[src/rtl/satd_lane_pkg.sv]
`timescale 1ns/1ps
package satd_lane_pkg;
  typedef enum logic {
    SHIFT_RIGHT = 1'b0,
    SHIFT_DOWN  = 1'b1
  } shift_dir_e;
endpackage

[src/rtl/sl_residue.sv]
`timescale 1ns/1ps
module sl_residue #(
  parameter int PIX_W = 8
) (
  input  logic        [PIX_W-1:0] cur  [4],
  input  logic        [PIX_W-1:0] pred [4],
  output logic signed [PIX_W:0]   res  [4]
);
  for (genvar i = 0; i < 4; i++) begin : g_sub
    assign res[i] = $signed({1'b0, cur[i]}) - $signed({1'b0, pred[i]});
  end
endmodule

[src/rtl/sl_hadamard4.sv]
`timescale 1ns/1ps
module sl_hadamard4 #(
  parameter int IN_W = 9
) (
  input  logic signed [IN_W-1:0] x [4],
  output logic signed [IN_W+1:0] y [4]
);
  localparam int W1 = IN_W + 1;
  localparam int W2 = IN_W + 2;

  logic signed [W1-1:0] s01, d01, s23, d23;

  assign s01 = W1'(x[0]) + W1'(x[1]);
  assign d01 = W1'(x[0]) - W1'(x[1]);
  assign s23 = W1'(x[2]) + W1'(x[3]);
  assign d23 = W1'(x[2]) - W1'(x[3]);

  assign y[0] = W2'(s01) + W2'(s23);
  assign y[1] = W2'(s01) - W2'(s23);
  assign y[2] = W2'(d01) - W2'(d23);
  assign y[3] = W2'(d01) + W2'(d23);
endmodule

[src/rtl/sl_transpose.sv]
`timescale 1ns/1ps
module sl_transpose
  import satd_lane_pkg::*;
#(
  parameter int W = 11
) (
  input  logic                clk,
  input  logic                rst,
  input  logic                in_valid,
  input  logic signed [W-1:0] din  [4],
  output logic signed [W-1:0] dout [4],
  output logic                dout_valid
);
  logic signed [W-1:0] m [4][4];
  logic [1:0]  phase;
  shift_dir_e  dir;
  logic        wrote;
  logic        loaded;
  logic        shift_en;

  assign shift_en   = in_valid | loaded;
  assign dout_valid = loaded;

  // outgoing vector: first entered row is the farthest one along the axis
  always_comb begin
    for (int k = 0; k < 4; k++) begin
      if (dir == SHIFT_RIGHT) dout[k] = m[3-k][3];
      else                    dout[k] = m[3][3-k];
    end
  end

  always_ff @(posedge clk) begin
    if (rst) begin
      phase  <= '0;
      dir    <= SHIFT_RIGHT;
      wrote  <= 1'b0;
      loaded <= 1'b0;
    end else if (shift_en) begin
      phase <= phase + 2'd1;
      if (phase == 2'd0) wrote <= in_valid;
      if (phase == 2'd3) begin
        dir    <= (dir == SHIFT_RIGHT) ? SHIFT_DOWN : SHIFT_RIGHT;
        loaded <= wrote;
      end
    end
  end

  always_ff @(posedge clk) begin
    if (rst) begin
      for (int r = 0; r < 4; r++)
        for (int c = 0; c < 4; c++) m[r][c] <= '0;
    end else if (shift_en) begin
      if (dir == SHIFT_RIGHT) begin
        for (int r = 0; r < 4; r++) begin
          m[r][0] <= din[r];
          for (int c = 1; c < 4; c++) m[r][c] <= m[r][c-1];
        end
      end else begin
        for (int c = 0; c < 4; c++) begin
          m[0][c] <= din[c];
          for (int r = 1; r < 4; r++) m[r][c] <= m[r-1][c];
        end
      end
    end
  end
endmodule

[src/rtl/sl_accum.sv]
`timescale 1ns/1ps
module sl_accum #(
  parameter int IN_W  = 13,
  parameter int OUT_W = 17
) (
  input  logic                   clk,
  input  logic                   rst,
  input  logic                   coef_valid,
  input  logic signed [IN_W-1:0] coef [4],
  output logic [OUT_W-1:0]       satd,
  output logic                   satd_valid
);
  logic [IN_W-1:0]  mag [4];
  logic [OUT_W-1:0] colsum;
  logic [OUT_W-1:0] acc;
  logic [1:0]       cnt;

  for (genvar i = 0; i < 4; i++) begin : g_abs
    assign mag[i] = coef[i][IN_W-1] ? IN_W'(-coef[i]) : IN_W'(coef[i]);
  end

  always_comb begin
    colsum = '0;
    for (int i = 0; i < 4; i++) colsum = colsum + OUT_W'(mag[i]);
  end

  always_ff @(posedge clk) begin
    if (rst) begin
      cnt        <= '0;
      acc        <= '0;
      satd       <= '0;
      satd_valid <= 1'b0;
    end else begin
      satd_valid <= 1'b0;
      if (coef_valid) begin
        cnt <= cnt + 2'd1;
        acc <= (cnt == 2'd0) ? colsum : acc + colsum;
        if (cnt == 2'd3) begin
          satd       <= acc + colsum;
          satd_valid <= 1'b1;
        end
      end
    end
  end
endmodule

[src/rtl/hadamard_satd_lane.sv]
`timescale 1ns/1ps
module hadamard_satd_lane #(
  parameter  int PIX_W  = 8,
  localparam int SATD_W = PIX_W + 9
) (
  input  logic                 clk,
  input  logic                 rst,
  input  logic                 in_valid,
  input  logic [4*PIX_W-1:0]   cur_row,
  input  logic [4*PIX_W-1:0]   pred_row,
  output logic                 satd_valid,
  output logic [SATD_W-1:0]    satd
);
  localparam int RES_W = PIX_W + 1;
  localparam int ROW_W = RES_W + 2;
  localparam int COL_W = ROW_W + 2;

  logic        [PIX_W-1:0] cur_px  [4];
  logic        [PIX_W-1:0] pred_px [4];
  logic signed [RES_W-1:0] res     [4];
  logic signed [ROW_W-1:0] row_coef[4];
  logic signed [ROW_W-1:0] col_vec [4];
  logic signed [COL_W-1:0] col_coef[4];
  logic signed [COL_W-1:0] col_q   [4];
  logic                    col_vec_v;
  logic                    col_v;

  for (genvar i = 0; i < 4; i++) begin : g_lane
    assign cur_px[i]  = cur_row[i*PIX_W +: PIX_W];
    assign pred_px[i] = pred_row[i*PIX_W +: PIX_W];
  end

  sl_residue #(.PIX_W(PIX_W)) u_res (
    .cur (cur_px),
    .pred(pred_px),
    .res (res)
  );

  sl_hadamard4 #(.IN_W(RES_W)) u_row_h (
    .x(res),
    .y(row_coef)
  );

  sl_transpose #(.W(ROW_W)) u_tp (
    .clk       (clk),
    .rst       (rst),
    .in_valid  (in_valid),
    .din       (row_coef),
    .dout      (col_vec),
    .dout_valid(col_vec_v)
  );

  sl_hadamard4 #(.IN_W(ROW_W)) u_col_h (
    .x(col_vec),
    .y(col_coef)
  );

  always_ff @(posedge clk) begin
    if (rst) begin
      col_v <= 1'b0;
      for (int i = 0; i < 4; i++) col_q[i] <= '0;
    end else begin
      col_v <= col_vec_v;
      for (int i = 0; i < 4; i++) col_q[i] <= col_coef[i];
    end
  end

  sl_accum #(.IN_W(COL_W), .OUT_W(SATD_W)) u_acc (
    .clk       (clk),
    .rst       (rst),
    .coef_valid(col_v),
    .coef      (col_q),
    .satd      (satd),
    .satd_valid(satd_valid)
  );
endmodule

[config.mk]
export PLATFORM = sky130hd
export DESIGN_NAME = hadamard_satd_lane
export DESIGN_NICKNAME = d
export VERILOG_FILES = /design/src/rtl/satd_lane_pkg.sv /design/src/rtl/sl_residue.sv /design/src/rtl/sl_hadamard4.sv /design/src/rtl/sl_transpose.sv /design/src/rtl/sl_accum.sv /design/src/rtl/hadamard_satd_lane.sv
export SDC_FILE = /design/constraint.sdc
export NUM_CORES = 1
export LEC_CHECK = 0
export BUFFER_PORTS_ARGS = -buffer_cell sky130_fd_sc_hd__buf_2
export CORE_MARGIN = 3
export CORE_UTILIZATION = 55
export CTS_CLUSTER_DIAMETER = 50
export DETAILED_ROUTE_END_ITERATION = 8
export HOLD_SLACK_MARGIN = 0.02
export PLACE_DENSITY_LB_ADDON = 0.3
export SETUP_SLACK_MARGIN = 0.1
export SYNTH_ARGS = -nofsm -noshare
export SYNTH_HDL_FRONTEND = slang
export SYNTH_HIERARCHICAL = 1
export SYNTH_SLANG_ARGS = --single-unit
export TNS_END_PERCENT = 5
[constraint.sdc]
create_clock -name clk -period 5.2 [get_ports clk]
set_input_delay 0.26 -clock clk [delete_from_list [all_inputs] [get_ports clk]]
set_output_delay 0.26 -clock clk [all_outputs]
set_load 0.01 [all_outputs]
==> impl_results.md <==
- Outcome: complete, but fails checks
- Failing checks: negative setup slack
- WS Path Type: reg -> reg
- CTS buffer count: 29
- EDFF count, synth: 176
- Worst Hold Class: in -> reg
- Clock Skew: 0.0253 ns
- Area grow syn2layout: 12.1%
- Post-synth cell types: 96
- Initial antenna violation count: 0
- First DRT Iteration DRCs: 1041
- Drt drc: 0
- Die height: 215 um
- Antenna Nets Post-Route: 0
- # IOs: 85
- Syn Nets: 2982
- N_diodes: 0
- Total track usage: 23.1%
- Port Buffers: 84
- Clock tree sinks: 271
- Setup ws final: -0.592 ns
- Routed vias: 18839
- Synthesis Warnings: 6
- Final Cycle Share: 111%
- Asr flop ratio synth: 0%
- Slew @ Worst Pin: 1.19 ns
- Post-DP HPWL: 42700 um
- Fmax achieved: 173 MHz
- Reg clk slew, reported paths: 0.06 ns
- Mean Syn Cell Area: 9.12 um2
- RSZ-0062 raised after global routing: yes
- DIE AREA: 0.0462 mm2
- CTS tree: built
- Max_cap viols: 0
- # hold bufs at CTS: 0
- Post-synthesis cell count: 2629
- Mapped Area: 0.0240 mm2
- Fill count: 3474
- Setup violators final: 16
- Bufs on Longest Clock Path: 3
- Layout cells sized above 1: 15.6%
- CTS H-Tree Depth: 1
- Crit-path slowest cell: fa_1
- Crit-path most repeated cell: a21oi_2
- Critical Path AT: 6.29 ns
- TNS Setup: -6.19 ns
- First-pass GRT wire length: 90100 um
- Remaining global-route overflow: 0
- Routed length per instance: 16.5 um
- Final Max Slew Viols: 0
- Die X-Extent: 215 um
- Number of cell rows: 75
- Via density: 5.61
- Register bit count reported by yosys: 271
- Crit-path max FO: 5
- Seq/Total Area, Yosys: 30.0%
- Core ar.: 0.0425 mm2
- Final core utilization: 63.3%
- First-pass iteration count of the detailed router: 5
- Final WL: 55400 um
- Clock root buffer: clkbuf_16
- Final nets: 3109
- Crit-path max cell delay: 0.54 ns
- Placement Setup Slack: -0.831 ns
- Clock Latency Late Sink: 0.57 ns
- Max_slew headroom: 20.8%
- Final Hold Vio Count: 0
- Worst path required time: 5.69 ns
- Initial Util: 56.4%
- Worst setup EP type: register
- Largest net degree at the start of global routing: 166
- Multi-input gate area: 0.0155 mm2
- Fin crit period: 5.79 ns
- GPL Wtd Cong: 0.913
- FF+latch area: 0.00720 mm2
- Number of global-route vias before repair: 18950
- Top_reg_cell synth: edfxtp_1
- CP Launch Type: register
## per-stage QoR
stage          hold slack, ns  cells  cell area (um2)
6_report               0.0729   3356            26900
5_1_grt                0.0780   3356            26900
4_1_cts                0.0490   3353            26800
3_5_place_dp            0.446   3293            25500
3_3_place_gp            0.442   3293            25500
2_1_floorplan           0.332   2629            24000
## metal layers
| layer | vias to the layer above | share of wire, % | global-route usage, % |
|---|---|---|---|
| met5 | - | 0 | 0 |
| met4 | 0 | 3.9 | 9.00 |
| met3 | 115 | 2.6 | 1.91 |
| met2 | 357 | 54 | 46.2 |
| met1 | 9001 | 39 | 25.0 |
| li1 | 9366 | - | - |
## registers in the layout, indices dropped and copies added (netlist names)
name,flops
col_q,52
col_v,1
u_acc/acc,17
u_acc/cnt,2
u_acc/satd,17
u_acc/satd_valid,1
u_tp/dir,1
u_tp/dout_valid,1
u_tp/m,176
u_tp/phase,2
u_tp/wrote,1
## timing repair
action,in CTS,in global routing
cloned,0,0
gates resized for setup,51,30
setup endpoints to repair,16,19
buffers inserted,6,3
pin swaps,36,26
## worst max-delay path: cells and delay by family (launching register included)
family / cells / cell delay, ns
adder cells (fa/ha/maj): 6 / 1.90
AO/OA/AOI/OAI: 11 / 1.75
AND/OR/NAND/NOR: 5 / 1.23
flip-flops: 1 / 0.34
XOR/XNOR: 2 / 0.26
buffers and inverters: 3 / 0.16
multiplexers: 1 / 0.07
## path summary, 6_finish.rpt
path / slack [ns] / startpoint / endpoint / cells after the start
setup reg to reg: -0.59 / col_q[39] / u_acc/acc[16] / 28
hold reg to reg: 0.45 / u_acc/satd[1] / u_acc/satd[1] / 2
setup / recovery: -0.59 / col_q[39] / u_acc/acc[16] / 28
hold / removal: 0.07 / in_valid / u_tp/wrote / 3
## Yosys cell counts (7+ instances only)
cell	instances	share of area [%]
edfxtp_1	176	22
nand3_1	20	0.42
or3_1	25	0.65
and3_1	16	0.42
a21o_1	31	0.97
a31oi_1	17	0.44
xnor2_1	161	5.9
o31a_1	10	0.37
mux2_2	35	1.6
nor3_1	57	1.2
buf_4	36	1.1
o41ai_1	8	0.29
nand3b_1	7	0.22
or2_2	7	0.18
o21bai_1	17	0.53
buf_2	47	0.98
inv_1	233	3.6
o211ai_1	15	0.47
nor2b_1	99	2.6
o21a_1	36	1.1
or4_1	10	0.31
clkbuf_1	46	0.72
a221oi_1	8	0.29
o22ai_1	10	0.26
nand2_1	78	1.2
o21ai_0	78	1.6
nand2b_1	27	0.70
dfxtp_1	95	7.9
xor2_1	69	2.5
o21ai_1	8	0.17
ha_1	250	13
and2_1	19	0.50
mux2i_1	181	7.6
nor4_1	8	0.21
fa_1	36	3.0
nor2_1	334	5.2
a211oi_1	24	0.75
a21boi_0	7	0.22
a21oi_1	147	3.1
o31ai_1	19	0.59
## final cells by class
type | instances | share of cell area, %
Clock buffer | 33 | 2.75
Sequential cell | 271 | 26.8
Clock inverter | 21 | 0.916
Timing Repair Buffer | 235 | 5.88
Inverter | 235 | 3.28
Tap cell | 577 | 2.68
Multi-Input combinational cell | 1984 | 57.7
## cell families after synthesis
group           Yosys count  synth area share [%]
compound gates          517                  14.7
fa+ha+maj               286                  16.0
simple gates            735                  14.8
flops                   271                  30.0
buf+inv                 374                  6.85
xor+xnor                230                  8.40
mux                     216                  9.20
## layout by cell type, fill, tap and decap left out, types with 19 or more instances in the layout
cell type and count:
a211oi_1 23, a21o_1 31, a21oi_1 137, and2_1 19, buf_2 83, buf_4 150
clkbuf_16 29, dfxtp_1 88, edfxtp_1 176, fa_1 35, ha_1 244, inv_1 228
mux2_2 35, mux2i_1 178, nand2_1 77, nand2b_1 27, nand3_1 20, nor2_1 332
nor2b_1 98, nor3_1 55, o21a_1 36, o21ai_0 69, or3_1 21, xnor2_1 156
xor2_1 65
Power is not shown: default switching activity piles up to over one toggle a cycle in this logic, so the estimate is an artifact.
